[config.mk]
export PLATFORM = sky130hd
export DESIGN_NAME = occ_channel
export DESIGN_NICKNAME = d
export VERILOG_FILES = /design/src/rtl/occ_pkg.sv /design/src/rtl/occ_cmp_reg.sv /design/src/rtl/occ_out_ctl.sv /design/src/rtl/occ_channel.sv
export SDC_FILE = /design/constraint.sdc
export NUM_CORES = 1
export LEC_CHECK = 0
export BUFFER_PORTS_ARGS = -buffer_cell sky130_fd_sc_hd__clkbuf_2
export CORE_ASPECT_RATIO = 2
export CORE_MARGIN = 3
export CORE_UTILIZATION = 55
export CTS_CLUSTER_SIZE = 40
export DETAILED_ROUTE_END_ITERATION = 6
export GPL_TIMING_DRIVEN = 1
export PLACE_DENSITY_LB_ADDON = 0.1
export SETUP_SLACK_MARGIN = 0.15
export SLEW_MARGIN = 20
export SYNTH_ARGS = -nofsm -noshare
export SYNTH_HDL_FRONTEND = slang
export SYNTH_SLANG_ARGS = --single-unit
export TNS_END_PERCENT = 20
[constraint.sdc]
create_clock -name clk -period 1.7 [get_ports clk]
set_input_delay 0.085 -clock clk [delete_from_list [all_inputs] [get_ports clk]]
set_output_delay 0.085 -clock clk [all_outputs]
set_load 0.03 [all_outputs]
[src/rtl/occ_pkg.sv]
package occ_pkg;

  typedef enum logic [2:0] {
    CM_SET      = 3'd0,
    CM_CLR      = 3'd1,
    CM_TGL      = 3'd2,
    CM_SET_ZLO  = 3'd3,
    CM_CLR_ZHI  = 3'd4,
    CM_PWM_LO   = 3'd5,
    CM_PWM_HI   = 3'd6,
    CM_IDLE     = 3'd7
  } cm_t;

  typedef enum logic [1:0] {
    TM_STOP = 2'd0,
    TM_FREE = 2'd1,
    TM_MOD  = 2'd2,
    TM_UPDN = 2'd3
  } tm_t;

  function automatic logic cm_direct(input cm_t m);
    return (m == CM_SET) || (m == CM_CLR) || (m == CM_TGL);
  endfunction

endpackage

[src/rtl/occ_cmp_reg.sv]
module occ_cmp_reg #(
  parameter int BYTE_W = 8,
  localparam int CW    = 2 * BYTE_W
) (
  input  logic              clk,
  input  logic              rst_n,
  input  logic              wr_lo_i,
  input  logic              wr_hi_i,
  input  logic [BYTE_W-1:0] wr_data_i,
  input  logic              direct_i,
  input  logic              load_pt_i,
  output logic [CW-1:0]     active_o
);

  logic [BYTE_W-1:0] lo_q, lo_d;
  logic [CW-1:0]     act_q, act_d;
  logic [CW-1:0]     shd_q, shd_d;
  logic              pend_q, pend_d;
  logic              lo_en, act_en, shd_en, pend_en;
  logic [CW-1:0]     full_w;

  assign full_w = {wr_data_i, lo_q};

  always_comb begin
    lo_en   = wr_lo_i;
    lo_d    = wr_data_i;
    act_en  = 1'b0;
    act_d   = act_q;
    shd_en  = 1'b0;
    shd_d   = shd_q;
    pend_en = 1'b0;
    pend_d  = pend_q;
    if (wr_hi_i) begin
      pend_en = 1'b1;
      if (direct_i) begin
        act_en = 1'b1;
        act_d  = full_w;
        pend_d = 1'b0;
      end else begin
        shd_en = 1'b1;
        shd_d  = full_w;
        pend_d = 1'b1;
      end
    end else if (load_pt_i && pend_q) begin
      act_en  = 1'b1;
      act_d   = shd_q;
      pend_en = 1'b1;
      pend_d  = 1'b0;
    end
  end

  always_ff @(posedge clk or negedge rst_n) begin
    if (!rst_n) begin
      lo_q   <= '0;
      act_q  <= '0;
      shd_q  <= '0;
      pend_q <= 1'b0;
    end else begin
      if (lo_en)   lo_q   <= lo_d;
      if (act_en)  act_q  <= act_d;
      if (shd_en)  shd_q  <= shd_d;
      if (pend_en) pend_q <= pend_d;
    end
  end

  assign active_o = act_q;

endmodule

[src/rtl/occ_out_ctl.sv]
module occ_out_ctl
  import occ_pkg::*;
#(
  parameter bit IS_CHAN0 = 1'b0
) (
  input  logic clk,
  input  logic rst_n,
  input  logic tick_i,
  input  logic match_i,
  input  logic zero_i,
  input  logic period_i,
  input  cm_t  mode_i,
  input  tm_t  tmode_i,
  output logic pin_o,
  output logic flag_o
);

  cm_t  eff_mode;
  logic pin_q, pin_d, pin_en;
  logic flg_q, flg_d;
  logic hit, zhit, phit;

  generate
    if (IS_CHAN0) begin : g_chan0
      always_comb begin
        eff_mode = mode_i;
        if (mode_i == CM_PWM_LO || mode_i == CM_PWM_HI) eff_mode = CM_IDLE;
      end
      assign flg_d = tick_i & ((tmode_i == TM_UPDN) ? zero_i : match_i);
    end else begin : g_chanx
      assign eff_mode = mode_i;
      assign flg_d    = tick_i & match_i;
    end
  endgenerate

  assign hit  = tick_i & match_i;
  assign zhit = tick_i & zero_i;
  assign phit = tick_i & period_i;

  always_comb begin
    pin_en = 1'b0;
    pin_d  = pin_q;
    unique case (eff_mode)
      CM_SET:     if (hit) begin pin_en = 1'b1; pin_d = 1'b1; end
      CM_CLR:     if (hit) begin pin_en = 1'b1; pin_d = 1'b0; end
      CM_TGL:     if (hit) begin pin_en = 1'b1; pin_d = ~pin_q; end
      CM_SET_ZLO: begin
        if (hit)       begin pin_en = 1'b1; pin_d = 1'b1; end
        else if (zhit) begin pin_en = 1'b1; pin_d = 1'b0; end
      end
      CM_CLR_ZHI: begin
        if (hit)       begin pin_en = 1'b1; pin_d = 1'b0; end
        else if (zhit) begin pin_en = 1'b1; pin_d = 1'b1; end
      end
      CM_PWM_LO: begin
        if (hit)       begin pin_en = 1'b1; pin_d = 1'b0; end
        else if (phit) begin pin_en = 1'b1; pin_d = 1'b1; end
      end
      CM_PWM_HI: begin
        if (hit)       begin pin_en = 1'b1; pin_d = 1'b1; end
        else if (phit) begin pin_en = 1'b1; pin_d = 1'b0; end
      end
      default:    begin pin_en = 1'b1; pin_d = 1'b0; end
    endcase
  end

  always_ff @(posedge clk or negedge rst_n) begin
    if (!rst_n) begin
      pin_q <= 1'b0;
      flg_q <= 1'b0;
    end else begin
      if (pin_en) pin_q <= pin_d;
      flg_q <= flg_d;
    end
  end

  assign pin_o  = pin_q;
  assign flag_o = flg_q;

endmodule

[src/rtl/occ_channel.sv]
module occ_channel
  import occ_pkg::*;
#(
  parameter int BYTE_W   = 8,
  parameter bit IS_CHAN0 = 1'b0,
  localparam int CW      = 2 * BYTE_W
) (
  input  logic              clk,
  input  logic              rst_n,
  input  logic              tick_i,
  input  logic [CW-1:0]     cnt_i,
  input  logic [1:0]        tmr_mode_i,
  input  logic              period_hit_i,
  input  logic              wr_lo_i,
  input  logic              wr_hi_i,
  input  logic [BYTE_W-1:0] wr_data_i,
  input  logic [2:0]        cmp_mode_i,
  output logic              pin_o,
  output logic              flag_o
);

  logic [1:0]    rs_q;
  logic          rst_n_s;
  logic [CW-1:0] active_q;
  logic          match_w, zero_w;
  cm_t           mode_w;
  tm_t           tmode_w;

  always_ff @(posedge clk or negedge rst_n) begin
    if (!rst_n) rs_q <= 2'b00;
    else        rs_q <= {rs_q[0], 1'b1};
  end
  assign rst_n_s = rs_q[1];

  assign mode_w  = cm_t'(cmp_mode_i);
  assign tmode_w = tm_t'(tmr_mode_i);
  assign match_w = (cnt_i == active_q);
  assign zero_w  = (cnt_i == '0);

  occ_cmp_reg #(.BYTE_W(BYTE_W)) u_reg (
    .clk       (clk),
    .rst_n     (rst_n_s),
    .wr_lo_i   (wr_lo_i),
    .wr_hi_i   (wr_hi_i),
    .wr_data_i (wr_data_i),
    .direct_i  (cm_direct(mode_w)),
    .load_pt_i (tick_i & zero_w),
    .active_o  (active_q)
  );

  occ_out_ctl #(.IS_CHAN0(IS_CHAN0)) u_out (
    .clk      (clk),
    .rst_n    (rst_n_s),
    .tick_i   (tick_i),
    .match_i  (match_w),
    .zero_i   (zero_w),
    .period_i (period_hit_i),
    .mode_i   (mode_w),
    .tmode_i  (tmode_w),
    .pin_o    (pin_o),
    .flag_o   (flag_o)
  );

endmodule

Word-level counts from Yosys, hierarchy flattened
Cells that the tools add are included.
{ "word_totals": {"register_bits": 45, "inputBits": 35, "elab_cells": 69} }
{ "classes": {"n_eq_ne": 15, "n_mux": 29, "bitwise_logic": 5, "reduce_logical": 13} }
{ "op_table": {"columns": ["operator", "n"], "rows": [
  ["16-bit two-way mux", 3],
  ["1-bit two-way mux", 24],
  ["16-bit equality test", 1],
  ["16-bit logical NOT", 1],
  ["3-bit by 1-bit != test with 1-bit output, second input constant", 4],
  ["3-bit equality test, second input constant", 3],
  ["2-bit by 1-bit != test with 1-bit output, second input constant", 4],
  ["8-bit AND reduction", 1],
  ["1-bit one-hot mux with 7 select lines", 1],
  ["3-bit by 2-bit equality test with 1-bit output, second input constant", 2],
  ["3-bit AND reduction", 2],
  ["2-bit OR reduction", 2],
  ["1-bit bitwise AND", 3],
  ["3-bit by 1-bit equality test with 1-bit output, second input constant", 1],
  ["3-bit logical NOT", 1],
  ["1-bit one-hot mux with 3 select lines", 1],
  ["3-bit OR reduction", 1],
  ["1-bit logical OR", 2],
  ["1-bit inverter", 2],
  ["2-bit AND reduction", 1],
  ["2-bit nonzero test", 1],
  ["1-bit logical AND", 1]
]} }

Depth between registers and ports, before layout
{ "depth": {"word_depth": 6, "mapped_depth": 7} }

Cells and area by module
From an unflattened synthesis, not the netlist that was laid out.
{ "hier_totals": {"hier_cells": 203, "hier_area_um2": 2416.1} }
{ "modules_own_cells": {"columns": ["module", "n_inst", "cells_each", "area_per_inst_um2", "seq_area_each_um2"], "rows": [
  ["occ_cmp_reg", 1, 156, 2009.4, 1026.0],
  ["occ_channel", 1, 31, 270.3, 50.0],
  ["occ_out_ctl", 1, 16, 136.4, 50.0]
]} }

Worst setup path after synthesis
OpenSTA, ideal clock, no wires.
{ "synth_path": {"path_type": "register to register", "start": "reg u_reg.act_q[12], in the netlist u_reg.active_o[12]", "end": "reg u_out.pin_q, in the netlist u_out.pin_o", "setup_ns": 0.066, "arrival_time_ns": 1.494, "path_slack_ns": 0.140, "path_stages_with_launch": 7, "n_path_buf": 0, "synth_period_minus_slack_ns": 1.560, "path_cell_list": "dfrtp_1 > xor2_1 > nor4_1 > nand4_1 > o32a_1 > o21ai_0 > and3_1"} }
{ "synth_between": {"elab_chain_len": 5, "word_cells_on_any_way": 19, "cone_classes": "eq/ne: 8; mux: 9; bitwise: 1; reduce/logical: 1"} }
{ "synth_rtl": {"columns": ["element", "line_no", "text"], "rows": [
  ["from (decl)", "occ_cmp_reg.sv:16", "logic [CW-1:0] act_q, act_d;"],
  ["from (signal assigned)", "occ_cmp_reg.sv:60", "if (act_en) act_q <= act_d;"],
  ["16-bit equality test (*)", "occ_channel.sv:37", "assign match_w = (cnt_i == active_q);"],
  ["1-bit bitwise AND (*)", "occ_out_ctl.sv:36", "assign hit = tick_i & match_i;"],
  ["1-bit two-way mux (on tied branches)", null, null],
  ["1-bit one-hot mux with 3 select lines", "occ_out_ctl.sv:43", "unique case (eff_mode)"],
  ["8-bit AND reduction (no source line)", null, null],
  ["to (signal assigned)", "occ_out_ctl.sv:72", "if (pin_en) pin_q <= pin_d;"],
  ["to (decl)", "occ_out_ctl.sv:19", "logic pin_q, pin_d, pin_en;"]
]} }
Every way passes the cells marked *; elsewhere a longest branch is shown, timed or not.
A chain may end at the register's enable or synchronous reset.

Worst setup path in the final report
Same ends and word-level chain as after synthesis.

==> flow_summary.json <==
{
  "status": "complete, but fails checks",
  "violations": "negative setup slack",
  "die-height_um": 93.4,
  "drc": 0,
  "root_buffer": "clkbuf_8",
  "syn_inst": 208,
  "synth_area_sq_um": 2100,
  "worstPathArrival_ps": 1940,
  "drtIter0Drc": 40,
  "timing_worst_setup_path_type": "reg -> reg",
  "cpPeakStageDelay_ps": 390,
  "crit_slowest_cell": "dfrtp_1",
  "power_density_nw_per_um2": 1040,
  "ys_seq_area_share_pct": 53.6,
  "worstSetupStartpoint": "u_reg.active_o[12]$_DFFE_PN0P_",
  "layout-drive-gt1-share_pct": 24.0,
  "numCtsBuffers": 5,
  "rsz0062_at_grt": "yes",
  "yosysWarnings": 0,
  "synth-edff-count": 0,
  "synth-async-reset-ratio_pct": 100,
  "fin_skew_ps": 6.33,
  "cp_top_family": "simple AND/OR/NAND/NOR gates",
  "use_met3_pct": 3.35,
  "dieWidth_um": 49.7,
  "synth_most_common_cell": "nand2_1",
  "worst-path-buf-inv": 0,
  "ioPinCount": 37,
  "path_max_fanout": 2,
  "gp_congestion": 0.724,
  "setup_viol": 1,
  "diodes": 0,
  "antenna_found_initial": 0,
  "ys.flop_type": "dfrtp_1",
  "vias": 1583,
  "synth_area_per_cell_sq_um": 10.1,
  "fin_crit_sh_pct": 100,
  "setup_slack_ps": -6.28,
  "io_buffers": 34,
  "routed_wl_um": 4330,
  "core_area_sq_um": 3650,
  "grt_use_met2_pct": 35.8,
  "synth_common_cells": "nand2_1 (51), dfrtp_1 (45), nor2_1 (17)",
  "worst_slew_pin_slew_ps": 521,
  "die-area_sq_um": 4640,
  "fin_cells": 299,
  "end_kind": "flop",
  "cp-start-kind": "flop",
  "hold_depth": 3,
  "yosysTopAreaCellShare_pct": 53.6,
  "cp.required_ps": 1940,
  "hpwl_um": 3170,
  "nets": 284,
  "htree_levels": 2,
  "ir_drop_mv": 1.02,
  "yosysTopAreaCell": "dfrtp_1",
  "grt_max_degree": 44,
  "min_period_ps": 1710,
  "cts.sinks": 45,
  "relSlewSlack_pct": 65.2,
  "drt-wirelength-per-cell_um": 14.5,
  "synthToLayoutAreaGrowth_pct": 18.5,
  "num_rows": 31,
  "reg2reg_to": "u_out.pin_o$_DFFE_PN0P_",
  "grt_pass1_wl_um": 7250,
  "grt_use_total_pct": 20.4,
  "grt_pass1_vias": 1601,
  "viasPerCell": 5.29,
  "setup-tns-final_ps": -6.28,
  "slew_viol_final": 0,
  "holdCritStartpoint": "wr_data_i[7]",
  "hp-class": "in -> reg",
  "start_util_pct": 57.7,
  "fin_total_pwr_mw": 2.58,
  "ys_seq_elements": 45,
  "worstRegToRegCells": 6,
  "synth_nets": 243,
  "netlist_top_cells_area": "dfrtp_1 (54%), nand2_1 (9.1%), mux2i_1 (7.6%)",
  "r2r_slack_ps": -6,
  "dr.pass1.iters": 4,
  "clk_pin_slew_worst_paths_ps": 80,
  "clk_latency_ps": 300,
  "hold-path-endpoint": "u_reg.shd_q[15]$_DFFE_PN0P_",
  "gr-usage-met1_pct": 23.8,
  "leakagePower_nw": 1.22,
  "placed_cells_incl_taps": 288,
  "cts_tree": "yes",
  "r2r-start": "u_reg.active_o[12]$_DFFE_PN0P_",
  "grt-ovfl-total": 0,
  "top_usage_layer": "met2",
  "ant_nets": 0,
  "cts_max_path_buffers": 2,
  "crit_chain": "xor2_1 -> nor4_1 -> nand4_1 -> o32a_1 -> o21ai_1 -> and3_1",
  "hold_viol_final": 0,
  "synth_cell_types": 34,
  "maxCapViolations": 0,
  "fmax_ghz": 0.586
}
==> layer usage <==
metal  wire, um  share of wire [%]
met5          0                  0
met4         85                2.0
met3        229                5.3
met2       2350                 54
met1       1660                 38
==> where the power goes <==
part           leakage [nW]  internal [mW]  switching, mW  total [mW]
logic                 0.632          0.209          0.234       0.444
clock network        0.0585          0.479          0.339       0.818
registers             0.531           1.22         0.0971        1.32
total                  1.22           1.91          0.671        2.58
==> how the worst max path moves through the flow <==
stage	to	slack, ps	cells after the start
final	u_out.pin_o$_DFFE_PN0P_	-6	6
after global routing	u_out.pin_o$_DFFE_PN0P_	-80	6
after CTS	u_out.pin_o$_DFFE_PN0P_	-30	6
after detailed placement	u_out.pin_o$_DFFE_PN0P_	-120	6
after global placement	u_out.pin_o$_DFFE_PN0P_	2	6
after floorplan	u_out.pin_o$_DFFE_PN0P_	170	6
==> kinds of logic (layout without fill, tap and decap cells) <==
family,after synthesis,in the layout,share of synthesized area [%]
simple gates,86,86,18.0
buf+inv,10,52,2.26
mux,24,24,11.9
flops,45,45,53.6
compound gates,25,25,6.91
fa+ha+maj,1,1,0.476
other cells,1,1,0.178
xor+xnor,16,16,6.67
==> cells in the final DEF, fill, tap and decap left out, types with 2 or more instances in the layout <==
cell	Yosys	final
clkbuf_8	0	6
dfrtp_1	45	45
o21ai_0	3	2
nor3b_1	2	2
xor2_1	12	12
mux2i_1	16	16
a21oi_1	16	16
nor2_1	17	17
and2_1	2	2
nand2_1	51	51
xnor2_1	4	4
mux2_2	8	8
clkbuf_2	0	34
nor4_1	6	6
buf_4	2	6
==> stage by stage <==
step,cell area [sq um],hold slack (ps),utilization (%),worst slack [ps]
after global routing,2490,23.9,68.3,-77.0
after floorplan,2100,-211,-,172
final,2490,12.8,68.3,-6.28
after CTS,2490,5.06,68.3,-30.9
after detailed placement,2340,-129,64.3,-118
after global placement,2340,-130,64.3,2.46
==> worst min-delay path, stage by stage <==
cell,delay (ps)
clkbuf_2,100
nand2_1,50
nand2_1,50
==> flip-flops by register name, summed over array words and instances (netlist names) <==
signal and cells:
rs_q 2, u_out.flag_o 1, u_out.pin_o 1, u_reg.active_o 16, u_reg.lo_q 8, u_reg.pend_q 1, u_reg.shd_q 16
==> timing repair <==
item,4_1_cts,5_1_grt
pin swaps,9,2
hold endpoints to repair,2,0
buffers inserted,2,0
setup endpoints to repair,2,2
resized for setup,2,0
hold buffers,1,0
==> final cells by class <==
class	instances	area (sq um)
clock inverters	1	30.0
flip-flops and latches	45	1130
fillers	319	1160
inverters	2	7.51
multi-input cells	153	933
well taps	49	61.3
clock buffers	7	86.3
repair buffers	42	245
No activity file was read; power rests on OpenSTA's default activity.
